<file path="config.mk">
export PLATFORM = sky130hd
export DESIGN_NAME = dice_roller
export DESIGN_NICKNAME = d
export VERILOG_FILES = /design/src/rtl/dice_pkg.sv /design/src/rtl/pip_next_logic.sv /design/src/rtl/pip_die_reg.sv /design/src/rtl/pip_face_view.sv /design/src/rtl/dice_carry_link.sv /design/src/rtl/dice_roller.sv
export SDC_FILE = /design/constraint.sdc
export NUM_CORES = 1
export LEC_CHECK = 0
export BUFFER_PORTS_ARGS = -buffer_cell sky130_fd_sc_hd__buf_2
export CORE_MARGIN = 2
export CORE_UTILIZATION = 25
export CTS_CLUSTER_DIAMETER = 40
export DETAILED_ROUTE_END_ITERATION = 12
export PLACE_DENSITY = 0.45
export SLEW_MARGIN = 20
export SYNTH_ARGS = -nofsm -noshare
export SYNTH_HDL_FRONTEND = slang
export SYNTH_SLANG_ARGS = --single-unit
</file>
<file path="constraint.sdc">
create_clock -name clk -period 2.3 [get_ports clk]
set_input_delay 0.115 -clock clk [delete_from_list [all_inputs] [get_ports clk]]
set_output_delay 0.115 -clock clk [all_outputs]
set_load 0.02 [all_outputs]
</file>
<file path="src/rtl/dice_pkg.sv">
package dice_pkg;

    localparam int CODE_W = 4;
    localparam int FACE_W = 3;
    localparam int FACES  = 6;

    typedef logic [CODE_W-1:0] pip_code_t;
    typedef logic [FACE_W-1:0] face_t;

    // Six-state loop, in stepping order
    localparam pip_code_t PIP_F1 = 4'b0100;
    localparam pip_code_t PIP_F2 = 4'b0010;
    localparam pip_code_t PIP_F3 = 4'b1100;
    localparam pip_code_t PIP_F4 = 4'b1010;
    localparam pip_code_t PIP_F5 = 4'b1110;
    localparam pip_code_t PIP_F6 = 4'b1011;

    typedef struct packed {
        face_t     face;
        logic      valid;
        pip_code_t led_n;
    } die_view_t;

    // Next-state equations. Kept unminimised so every unused code drains
    // into the loop within two steps.
    function automatic pip_code_t pip_next(input pip_code_t c);
        pip_code_t n;
        n[0] = ~c[0] & c[1] & c[2];
        n[1] = ~c[0] & (c[2] | c[3]);
        n[2] = ~c[2];
        n[3] = ~c[0] & (c[1] | c[3]);
        return n;
    endfunction

    function automatic face_t pip_face(input pip_code_t c);
        face_t f;
        unique case (c)
            PIP_F1:  f = 3'd1;
            PIP_F2:  f = 3'd2;
            PIP_F3:  f = 3'd3;
            PIP_F4:  f = 3'd4;
            PIP_F5:  f = 3'd5;
            PIP_F6:  f = 3'd6;
            default: f = 3'd0;
        endcase
        return f;
    endfunction

endpackage

</file>
<file path="src/rtl/pip_next_logic.sv">
module pip_next_logic
    import dice_pkg::*;
(
    input  pip_code_t code,
    output pip_code_t next_code
);
    always_comb begin
        next_code = pip_next(code);
    end
endmodule

</file>
<file path="src/rtl/pip_die_reg.sv">
module pip_die_reg
    import dice_pkg::*;
#(
    parameter pip_code_t INIT = PIP_F1
) (
    input  logic      clk,
    input  logic      rst,
    input  logic      adv,
    input  pip_code_t next_code,
    output pip_code_t code
);
    always_ff @(posedge clk) begin
        if (rst) begin
            code <= INIT;
        end else if (adv) begin
            code <= next_code;
        end
    end
endmodule

</file>
<file path="src/rtl/pip_face_view.sv">
module pip_face_view
    import dice_pkg::*;
(
    input  pip_code_t code,
    output die_view_t view
);
    always_comb begin
        view.face  = pip_face(code);
        view.valid = (view.face != '0);
        view.led_n = ~code;
    end
endmodule

</file>
<file path="src/rtl/dice_carry_link.sv">
module dice_carry_link (
    input  logic roll_en,
    input  logic carry_in,
    input  logic valid,
    output logic adv
);
    // An invalid die steps freely so it cannot wait forever on a carry.
    always_comb begin
        adv = roll_en & (carry_in | ~valid);
    end
endmodule

</file>
<file path="src/rtl/dice_roller.sv">
module dice_roller
    import dice_pkg::*;
#(
    parameter int NUM_DICE = 2,
    parameter logic [NUM_DICE*CODE_W-1:0] INIT_CODES = {NUM_DICE{PIP_F1}},
    localparam int LED_W  = NUM_DICE * CODE_W,
    localparam int FIDX_W = NUM_DICE * FACE_W
) (
    input  logic              clk,
    input  logic              rst,
    input  logic              roll_en,
    output logic [LED_W-1:0]  led_n,
    output logic [FIDX_W-1:0] face
);

    logic [NUM_DICE-1:0] carry;
    assign carry[0] = 1'b1;

    for (genvar g = 0; g < NUM_DICE; g++) begin : g_die
        pip_code_t code_q;
        pip_code_t code_d;
        die_view_t view;
        logic      adv;

        pip_next_logic u_next (
            .code      (code_q),
            .next_code (code_d)
        );

        pip_die_reg #(
            .INIT (INIT_CODES[g*CODE_W +: CODE_W])
        ) u_reg (
            .clk       (clk),
            .rst       (rst),
            .adv       (adv),
            .next_code (code_d),
            .code      (code_q)
        );

        pip_face_view u_view (
            .code (code_q),
            .view (view)
        );

        dice_carry_link u_link (
            .roll_en  (roll_en),
            .carry_in (carry[g]),
            .valid    (view.valid),
            .adv      (adv)
        );

        if (g < NUM_DICE - 1) begin : g_chain
            // Bit 0 is set only in face 6, the step that wraps this die.
            assign carry[g+1] = carry[g] & code_q[0];
        end

        assign led_n[g*CODE_W +: CODE_W] = view.led_n;
        assign face[g*FACE_W +: FACE_W]  = view.face;
    end

endmodule

</file>
Word level (Yosys, flattened, before mapping)
Index checks and enable logic that the tools add are counted.

Register bits after elaboration: 8. Latch bits: 0. Memory bits (writable): 0. Memory bits (read-only): 0. Output and inout bits: 14. Memories: 0.

Add/subtract/negate cells: 0. Multipliers: 0. Divide/modulo/power cells: 0. Magnitude comparators: 0. Equality and inequality tests: 12. Shift-type cells: 0. Multiplexer cells: 2. Bitwise operators: 21. Reduce and logical (&&, ||, !) cells: 1.

Operators with widths (number): $pmux 3 s6 (2); $eq 4x4->1 const B (8); $and 1x1->1 (9); $eq 4x2->1 const B (2); $eq 4x3->1 const B (2); $not 4->4 (2); $not 1->1 (5); $or 1x1->1 (5); $reduce_bool 3->1 (1).

Logic depth before layout (Yosys ltp)
Gate-level depths: netlist (run 1).

Word-level depth: 6. Mapped depth: 4. Mapped depth without buffers: 4.

Modules after synthesis
A second synthesis (run 1) with hierarchy kept.

Cell total of the unflattened synthesis: 63. Area total of the unflattened synthesis: 541.8 µm².

Modules (own cells, without submodules): pip_die_reg (instances 2, cells each 13, area each 143.9 µm²); pip_face_view (instances 2, cells each 12, area each 81.3 µm²); pip_next_logic (instances 2, cells each 4, area each 32.5 µm²); dice_carry_link (instances 2, cells each 2, area each 11.3 µm²); dice_roller (instances 1, cells each 1, area each 3.8 µm²).

Least setup slack after synthesis (run 1)
Ideal clock, no wire load.

Path kind: reg-to-reg. From: reg g_die[1].u_reg.code[1]. To: reg g_die[1].u_reg.code[3]. Arrival: 1.167 ns. Slack: 1.047 ns. Stages on the path, launching flop included: 5. Path buffers: 0. Cells stage by stage: dfxtp_1 > inv_1 > a221oi_4 > a21boi_2 > a221oi_2.

Word-level cells in the longest chain between the ends: 6. Elaborated cells between the ends (all ways): 13.

RTL lines: from (decl) (RTL line pip_die_reg.sv:10) `output pip_code_t code`; from (signal assigned) (RTL line pip_die_reg.sv:16) `code <= next_code;`; $eq 4x4->1, or another cell as far along (RTL line dice_pkg.sv:37) `unique case (c)`; $pmux 3 s6 (RTL line dice_pkg.sv:37); $reduce_bool 3->1 (RTL line pip_face_view.sv:9) `view.valid = (view.face != '0);`; $not 1->1 (RTL line dice_carry_link.sv:9) `adv = roll_en & (carry_in | ~valid);`; $or 1x1->1 (RTL line dice_carry_link.sv:9); $and 1x1->1 (RTL line dice_carry_link.sv:9).

Several ways; a longest one is shown, not always the timed one. A chain may end at the register's enable or synchronous reset.

Worst setup path after layout (run 1)
From: reg g_die[1].u_reg.code[0]. To: out face[4].

Word-level cells in the longest chain between the ends: 2. Elaborated cells between the ends (all ways): 7.

RTL lines: $eq 4x4->1, or another cell as far along (RTL line dice_pkg.sv:37); $pmux 3 s6 (*) (RTL line dice_pkg.sv:37); to (decl) (RTL line dice_roller.sv:13) `output logic [FIDX_W-1:0] face`.

Mark *: on every way between the ends. The rest lies on a longest branch, timed or not.

==> metrics.md, run 1 <==
| Metric | Value |
|---|---|
| Status | `finished, final reports clean` |
| Die ar. | `2450 sq um` |
| Initial Util | `26.4%` |
| Worst Clk Skew | `3.41 ps` |
| Synth Net Count | `68` |
| Total power | `0.000503 W` |
| Synth unique cells | `27` |
| Largest family of logic cells by synthesized area | `compound AO/OA/AOI/OAI gates` |
| Leakage | `0.244 nW` |
| CTS root buffer | `clkbuf_4` |
| Core Rows | `16` |
| Seq cells post-synth | `8` |
| Worst path required time | `2180 ps` |
| Total negative slack | `0 ps` |
| Gpl congestion | `0.680` |
| Max-Cap Viols | `0` |
| Vias in the first global route | `418` |
| Final WL | `1120 um` |
| Hold_buf cts | `0` |
| Largest net degree at the start of global routing | `11` |
| Max incr delay on CP | `580 ps` |
| GR Layer Usage met2 | `14.2%` |
| Fin crit share | `65.3%` |
| Crit path max fanout | `10` |
| Multiplexer share of the synthesized area | `7.97%` |
| Remaining DRCs | `0` |
| Setup Slack @ Placement | `994 ps` |
| Mapped Area | `518 sq um` |
| Main synth FF type | `dfxtp_1` |
| Final ANT Viol Nets | `0` |
| CTS Buffer Depth | `2` |
| Wirelength per Cell | `10.8 um` |
| Remaining global-route overflow | `0` |
| Final setup violation count | `0` |
| GR peak layer | `met2` |
| Reg2reg start | `g_die[1].u_reg.code[2]` |
| CTS tree | `built` |
| Xor/xnor share of the synthesized area | `3.38%` |
| Synth Area in Adders | `0%` |
| DRT iter0 DRCs | `4` |
| Post-synth top cells | `8 x dfxtp_1, 8 x nor2_1, 6 x inv_1` |
| Syn Inst Count | `65` |
| Min-delay worst type | `input port to flop` |
| Gr usage total | `10.1%` |
| Global-route wire length before repair | `1880 um` |
| Syn_area_per_cell | `7.97 sq um` |
| Setup Buffers After CTS | `0` |
| Area of the multi-input gates | `292 sq um` |
| Nets | `82` |
| Clock latency on the worst-skew pair | `250 ps` |
| Met1 GRT Util | `13.0%` |
| Worst-path cell chain | `nor2_1, a32o_1, buf_2` |
| Synth area leaders | `dfxtp_1 31%, mux2i_1 5.8%, nor2_1 5.8%` |
| Clk slew on worst S/H paths | `60 ps` |
| Antenna cells | `0` |
| Routed vias/inst | `4.69` |
| Share of layout cells above drive strength 1 | `35.1%` |
| Slew Limit Fails | `0` |
| CTS Buf Count | `3` |
| Critical path buffer and inverter count | `1` |
| Compound-Gate Fraction of Synth Area | `28.7%` |
| Antenna violations before repair | `0` |
| Synthesis warning total | `0` |
| Max-slew headroom | `71.5%` |
| Sequential element share of the synthesized area | `30.9%` |
| Layout area overhead | `19.3%` |
| Critical path's slowest cell | `dfxtp_1` |
| H-tree depth | `1` |
| Ports | `17` |
| Pre-antenna DRT Iters | `2` |
| RSZ-0062 raised after global routing | `no` |
| Die X | `49.5 um` |
| Crit path from | `g_die[1].u_reg.code[0]` |
| Crit Path Class | `flop to output port` |
| Post-CTS sizing | `0` |
| Worst Slack Setup Final | `798 ps` |
| Hold_sp | `rst` |
| Biggest register | `g_die.u_reg.code` |
| Least-Margin Pin Slew | `428 ps` |
| Min cycle time layout | `1500 ps` |
| Max Freq | `0.666 GHz` |
| Area leader, netlist | `dfxtp_1` |
| Largest regs | `g_die.u_reg.code: 8 flops` |
| Worst Setup End Kind | `output port` |
| Simple-gate share of the synthesized area | `16.2%` |
| Max reg flops | `8` |
| FFs w/ async S/R, synth | `0%` |
| PortBufs | `16` |
| Core area | `1960 sq um` |
| EDFF count, synth | `0` |
| Cell Pwr Density | `813 nW/um^2` |
| Chip height | `49.5 um` |
| Hold Vio Cnt, Final | `0` |
| Filler cells | `239` |
| Top Family by Delay on Critical Path | `flip-flops` |
| Peak VDD IR | `0.275 mV` |
| HPWL after DPL | `803 um` |
| Crit path DAT | `1390 ps` |
| Critical Path Source Type | `flop` |
| CTS sink cnt | `8` |
| Top cell type's share of synthesized area | `30.9%` |
| Sequential Area | `160 sq um` |
| Met3 GRT Util | `2.12%` |
| Vias | `488` |
-- cell type report --
type	count	share of cell area (%)
clock buffers	3	3.64
inverters	8	4.86
multi-input cells	42	47.2
flip-flops and latches	8	25.9
well taps	27	5.47
repair buffers	16	13.0
-- layer usage --
metal	wire (um)	part of all wire, %
met1	553	49
met5	0	0
met3	62	5.5
met4	14	1.2
met2	494	44
-- stage by stage --
step	std cells	hold slack [ps]	utilization, %	cell area [sq um]
after floorplan	65	422	-	518
after global placement	101	424	30.4	596
after detailed placement	101	424	30.4	596
after CTS	104	150	31.5	618
after global routing	104	168	31.5	618
final	104	166	31.5	618
-- power by group --
part	leakage [nW]	switching [W]	internal, W
Sequential	0.0656	0.0000358	0.000157
Combinational	0.164	0.000118	0.0000834
Clock	0.0138	0.0000484	0.0000598
Total	0.244	0.000203	0.000300
-- cells by family after synthesis --
family / Yosys count
compound gates: 17
xor+xnor: 2
buf+inv: 15
flops: 8
mux: 4
simple gates: 19
-- layout by cell type (no fill, tap or decap) --
cell / netlist / layout
nor3_1: 2 / 2
mux2_2: 1 / 1
o31ai_1: 1 / 1
a21oi_1: 5 / 5
a211o_2: 1 / 1
nor2_1: 8 / 8
o2111ai_1: 1 / 1
o22ai_1: 1 / 1
and2b_1: 1 / 1
buf_2: 2 / 16
o21ai_1: 1 / 1
clkbuf_4: 0 / 3
a221oi_2: 1 / 1
nand3_1: 1 / 1
a32o_1: 1 / 1
inv_1: 6 / 6
a211oi_1: 2 / 2
nand2_1: 5 / 5
inv_2: 2 / 2
nand2b_1: 2 / 2
mux2i_1: 3 / 3
a21boi_2: 1 / 1
a221oi_4: 1 / 1
dfxtp_1: 8 / 8
a21o_2: 1 / 1
xnor2_1: 2 / 2
-- path summary, 6_finish.rpt --
path	endpoint	slack [ps]	cells after the start
worst max-delay path	face[4]	800	3
worst min-delay path	g_die[1].u_reg.code[3]	170	2
worst max register to register	g_die[1].u_reg.code[3]	980	4
worst min register to register	g_die[0].u_reg.code[3]	550	2
No activity file was read; power rests on OpenSTA's default activity.
==> inputs of run 2 (changes only) <==
clock period = 1.5 ns   (was 2.3 ns; I/O delays follow)
==> run 2 against run 1 <==
Against the previous run:
- register-to-register slack got worse by 810 ps
- clock power grew 46%
- die area unchanged
- final cell count up 1.9%
- design area rose by 2.6%
- sequential cell count is the same
- worst setup slack got worse by 740 ps
- non-clock buffer count up 2
- first-iteration DRC count is 75% lower
- worst hold slack worse by 39 ps
- sequential power increased by 50%
- via count decreased by 3.5%
- critical path type unchanged
- largest cell class unchanged
- highest routed layer unchanged
==> metrics.md, run 2 (synthesis results as in run 1) <==
| Metric | Value |
|---|---|
| Reg2Reg Setup Slack | `170 ps (-810 ps)` |
| Slew Limit Fails | `0 (unchanged)` |
| Antenna cells | `0 (unchanged)` |
| Min cycle time layout | `1440 ps` |
| Share of layout cells above drive strength 1 | `38.0% (+2.9 points)` |
| Reg-to-reg endpoint | `g_die[1].u_reg.code[3]` |
| Clock latency on the worst-skew pair | `240 ps (about the same)` |
| Crit path DAT | `1370 ps (-20 ps)` |
| CTS root buffer | `clkbuf_4` |
| CTS tree | `built` |
| Clock power share | `20.3% (-1.2 points)` |
| Largest net degree at the start of global routing | `11 (unchanged)` |
| Die ar. | `2450 sq um (unchanged)` |
| DRT iter0 DRCs | `1 (-3)` |
| Total negative slack | `0 ps (unchanged)` |
| Ports | `17 (unchanged)` |
| Reg2reg start | `g_die[1].u_reg.code[2]` |
| CTS Buffer Depth | `2 (unchanged)` |
| Pre-antenna DRT Iters | `3 (+1)` |
| Crit path max fanout | `7 (-3)` |
| H-tree depth | `1 (unchanged)` |
| HPWL after DPL | `846 um (+5.3%)` |
| Initial Util | `26.4% (unchanged)` |
| Comb power frac | `42.6% (+2.5 points)` |
| Gpl congestion | `0.692 (+1.7%)` |
| Vias in the first global route | `433 (+3.6%)` |
| Global-route wire length before repair | `1910 um (+1.9%)` |
| Gr usage total | `10.2% (+0.076 points)` |
| Worst-path cell chain | `buf_4, xnor2_1, a32o_1, buf_2` |
| Max-Cap Viols | `0 (unchanged)` |
| Post-CTS sizing | `0 (unchanged)` |
| Status | `finished, final reports clean` |
| Vias | `471 (-3.5%)` |
| Hold_buf cts | `0 (unchanged)` |
| Core Rows | `16 (unchanged)` |
| Crit path to | `face[4]` |
| Most frequent cells in the layout | `16 x buf_2, 8 x nor2_1, 7 x dfxtp_1` |
| Final setup violation count | `0 (unchanged)` |
| Power Internal | `0.000473 W (+57%)` |
| Peak VDD IR | `0.540 mV (+96%)` |
| Largest regs | `g_die.u_reg.code: 8 flops` |
| Final WL | `1120 um (-0.36%)` |
| Worst-case reg-to-reg path depth | `4 (unchanged)` |
| Crit Path Class | `flop to output port` |
| Crit path from | `g_die[1].u_reg.code[0]` |
| Max Freq | `0.694 GHz` |
| Design area | `634 sq um (+2.6%)` |
| Die X | `49.5 um (unchanged)` |
| Clk slew on worst S/H paths | `50 ps (about the same)` |
| Final ANT Viol Nets | `0 (unchanged)` |
| Switching share of power | `39.2% (-1.1 points)` |
| Wirelength per Cell | `10.6 um (-2.2%)` |
| RSZ-0062 raised after global routing | `no` |
| Biggest register | `g_die.u_reg.code` |
| CTS Buf Count | `3 (unchanged)` |
| Sequential power share | `37.2% (-1.2 points)` |
| Worst path required time | `1420 ps (-760 ps)` |
| Psw | `0.000305 W (+51%)` |
| Chip height | `49.5 um (unchanged)` |
| Leakage | `0.254 nW (+4.3%)` |
| Max reg flops | `8 (unchanged)` |
| Least-Margin Pin Slew | `401 ps (-26.7 ps)` |
| CTS sink cnt | `8 (unchanged)` |
| Critical path buffer and inverter count | `2 (+1)` |
| Hold Vio Cnt, Final | `0 (unchanged)` |
| Remaining DRCs | `0 (unchanged)` |
| Top Family by Delay on Critical Path | `flip-flops` |
| Critical Path Source Type | `flop` |
| Setup Buffers After CTS | `0 (unchanged)` |
| Max incr delay on CP | `510 ps (-70 ps)` |
| Min-delay worst type | `input port to flop` |
| Worst Clk Skew | `2.96 ps (-0.441 ps)` |
| Critical path's slowest cell | `dfxtp_1` |
| Antenna violations before repair | `0 (unchanged)` |
| Max-slew headroom | `73.2% (+1.8 points)` |
| Remaining global-route overflow | `0 (unchanged)` |
| Core area | `1960 sq um (unchanged)` |
| Routed vias/inst | `4.44 (-5.3%)` |
| Worst Setup End Kind | `output port` |
| Layout area overhead | `22.5%` |
| Nets | `84 (+2.4%)` |
| PortBufs | `16 (unchanged)` |
| Worst path depth | `4 (+1)` |
| Cell Pwr Density | `1230 nW/um^2 (+51%)` |
| Fin crit share | `96.1%` |
| Commonest non-fill, non-tap cell in the layout | `buf_2` |
| Dpl cell area | `611 sq um (+2.5%)` |
[run 2: cell count changes in the layout (fill, tap and decap cells not counted), sizes merged]
cell | previous run | this run
buf | 16 | 18
[run 2: worst register-to-register path, delay by kind of cell, from the launching register on]
kind / cells / cell delay (ps)
buf+inv: 1 / 120
compound gates: 3 / 680
flops: 1 / 450
[run 2: per-layer routing]
metal  global-route usage (%)  wire [um]  up-vias
met4                     6.94         14        0
met5                        0          0        -
met1                     12.3        530      202
li1                         -          -      251
met3                     1.52         68        2
met2                     16.4        507       16
[run 2: final cells by class]
class                   instances  area (sq um)
fillers                       244          1330
multi-input cells              42           292
flip-flops and latches          8           161
repair buffers                 18          95.1
well taps                      27          33.8
inverters                       8          30.0
clock buffers                   3          22.5
[run 2: per-stage QoR]
stage / total power (W) / hold slack (ps) / worst slack [ps] / util (%) / cells
6_report: 0.000778 / 127 / 58.1 / 32.3 / 106
4_1_cts: 0.000790 / 132 / 41.5 / 32.3 / 106
3_3_place_gp: 0.000628 / 383 / 174 / 31.1 / 103
3_5_place_dp: 0.000629 / 394 / 159 / 31.1 / 103
2_1_floorplan: 0.000546 / 382 / 247 / - / 65
5_1_grt: 0.000833 / 146 / 14.9 / 32.3 / 106
[run 2: worst min path at each step]
stage / from / end / slack [ps] / cells after the start
after floorplan: rst / g_die[0].u_reg.code[0] / 380 / 2
after global placement: rst / g_die[1].u_reg.code[3] / 380 / 2
after detailed placement: rst / g_die[1].u_reg.code[3] / 390 / 2
after CTS: rst / g_die[1].u_reg.code[3] / 130 / 2
after global routing: rst / g_die[1].u_reg.code[3] / 150 / 2
final: rst / g_die[1].u_reg.code[3] / 130 / 2
[run 2: power groups by stage]
stage	Sequential, W	Clock (W)	Combinational [W]
after floorplan	0.000267	0	0.000279
after global placement	0.000294	0	0.000334
after detailed placement	0.000293	0	0.000335
after CTS	0.000289	0.000166	0.000336
after global routing	0.000293	0.000179	0.000360
final	0.000289	0.000158	0.000331
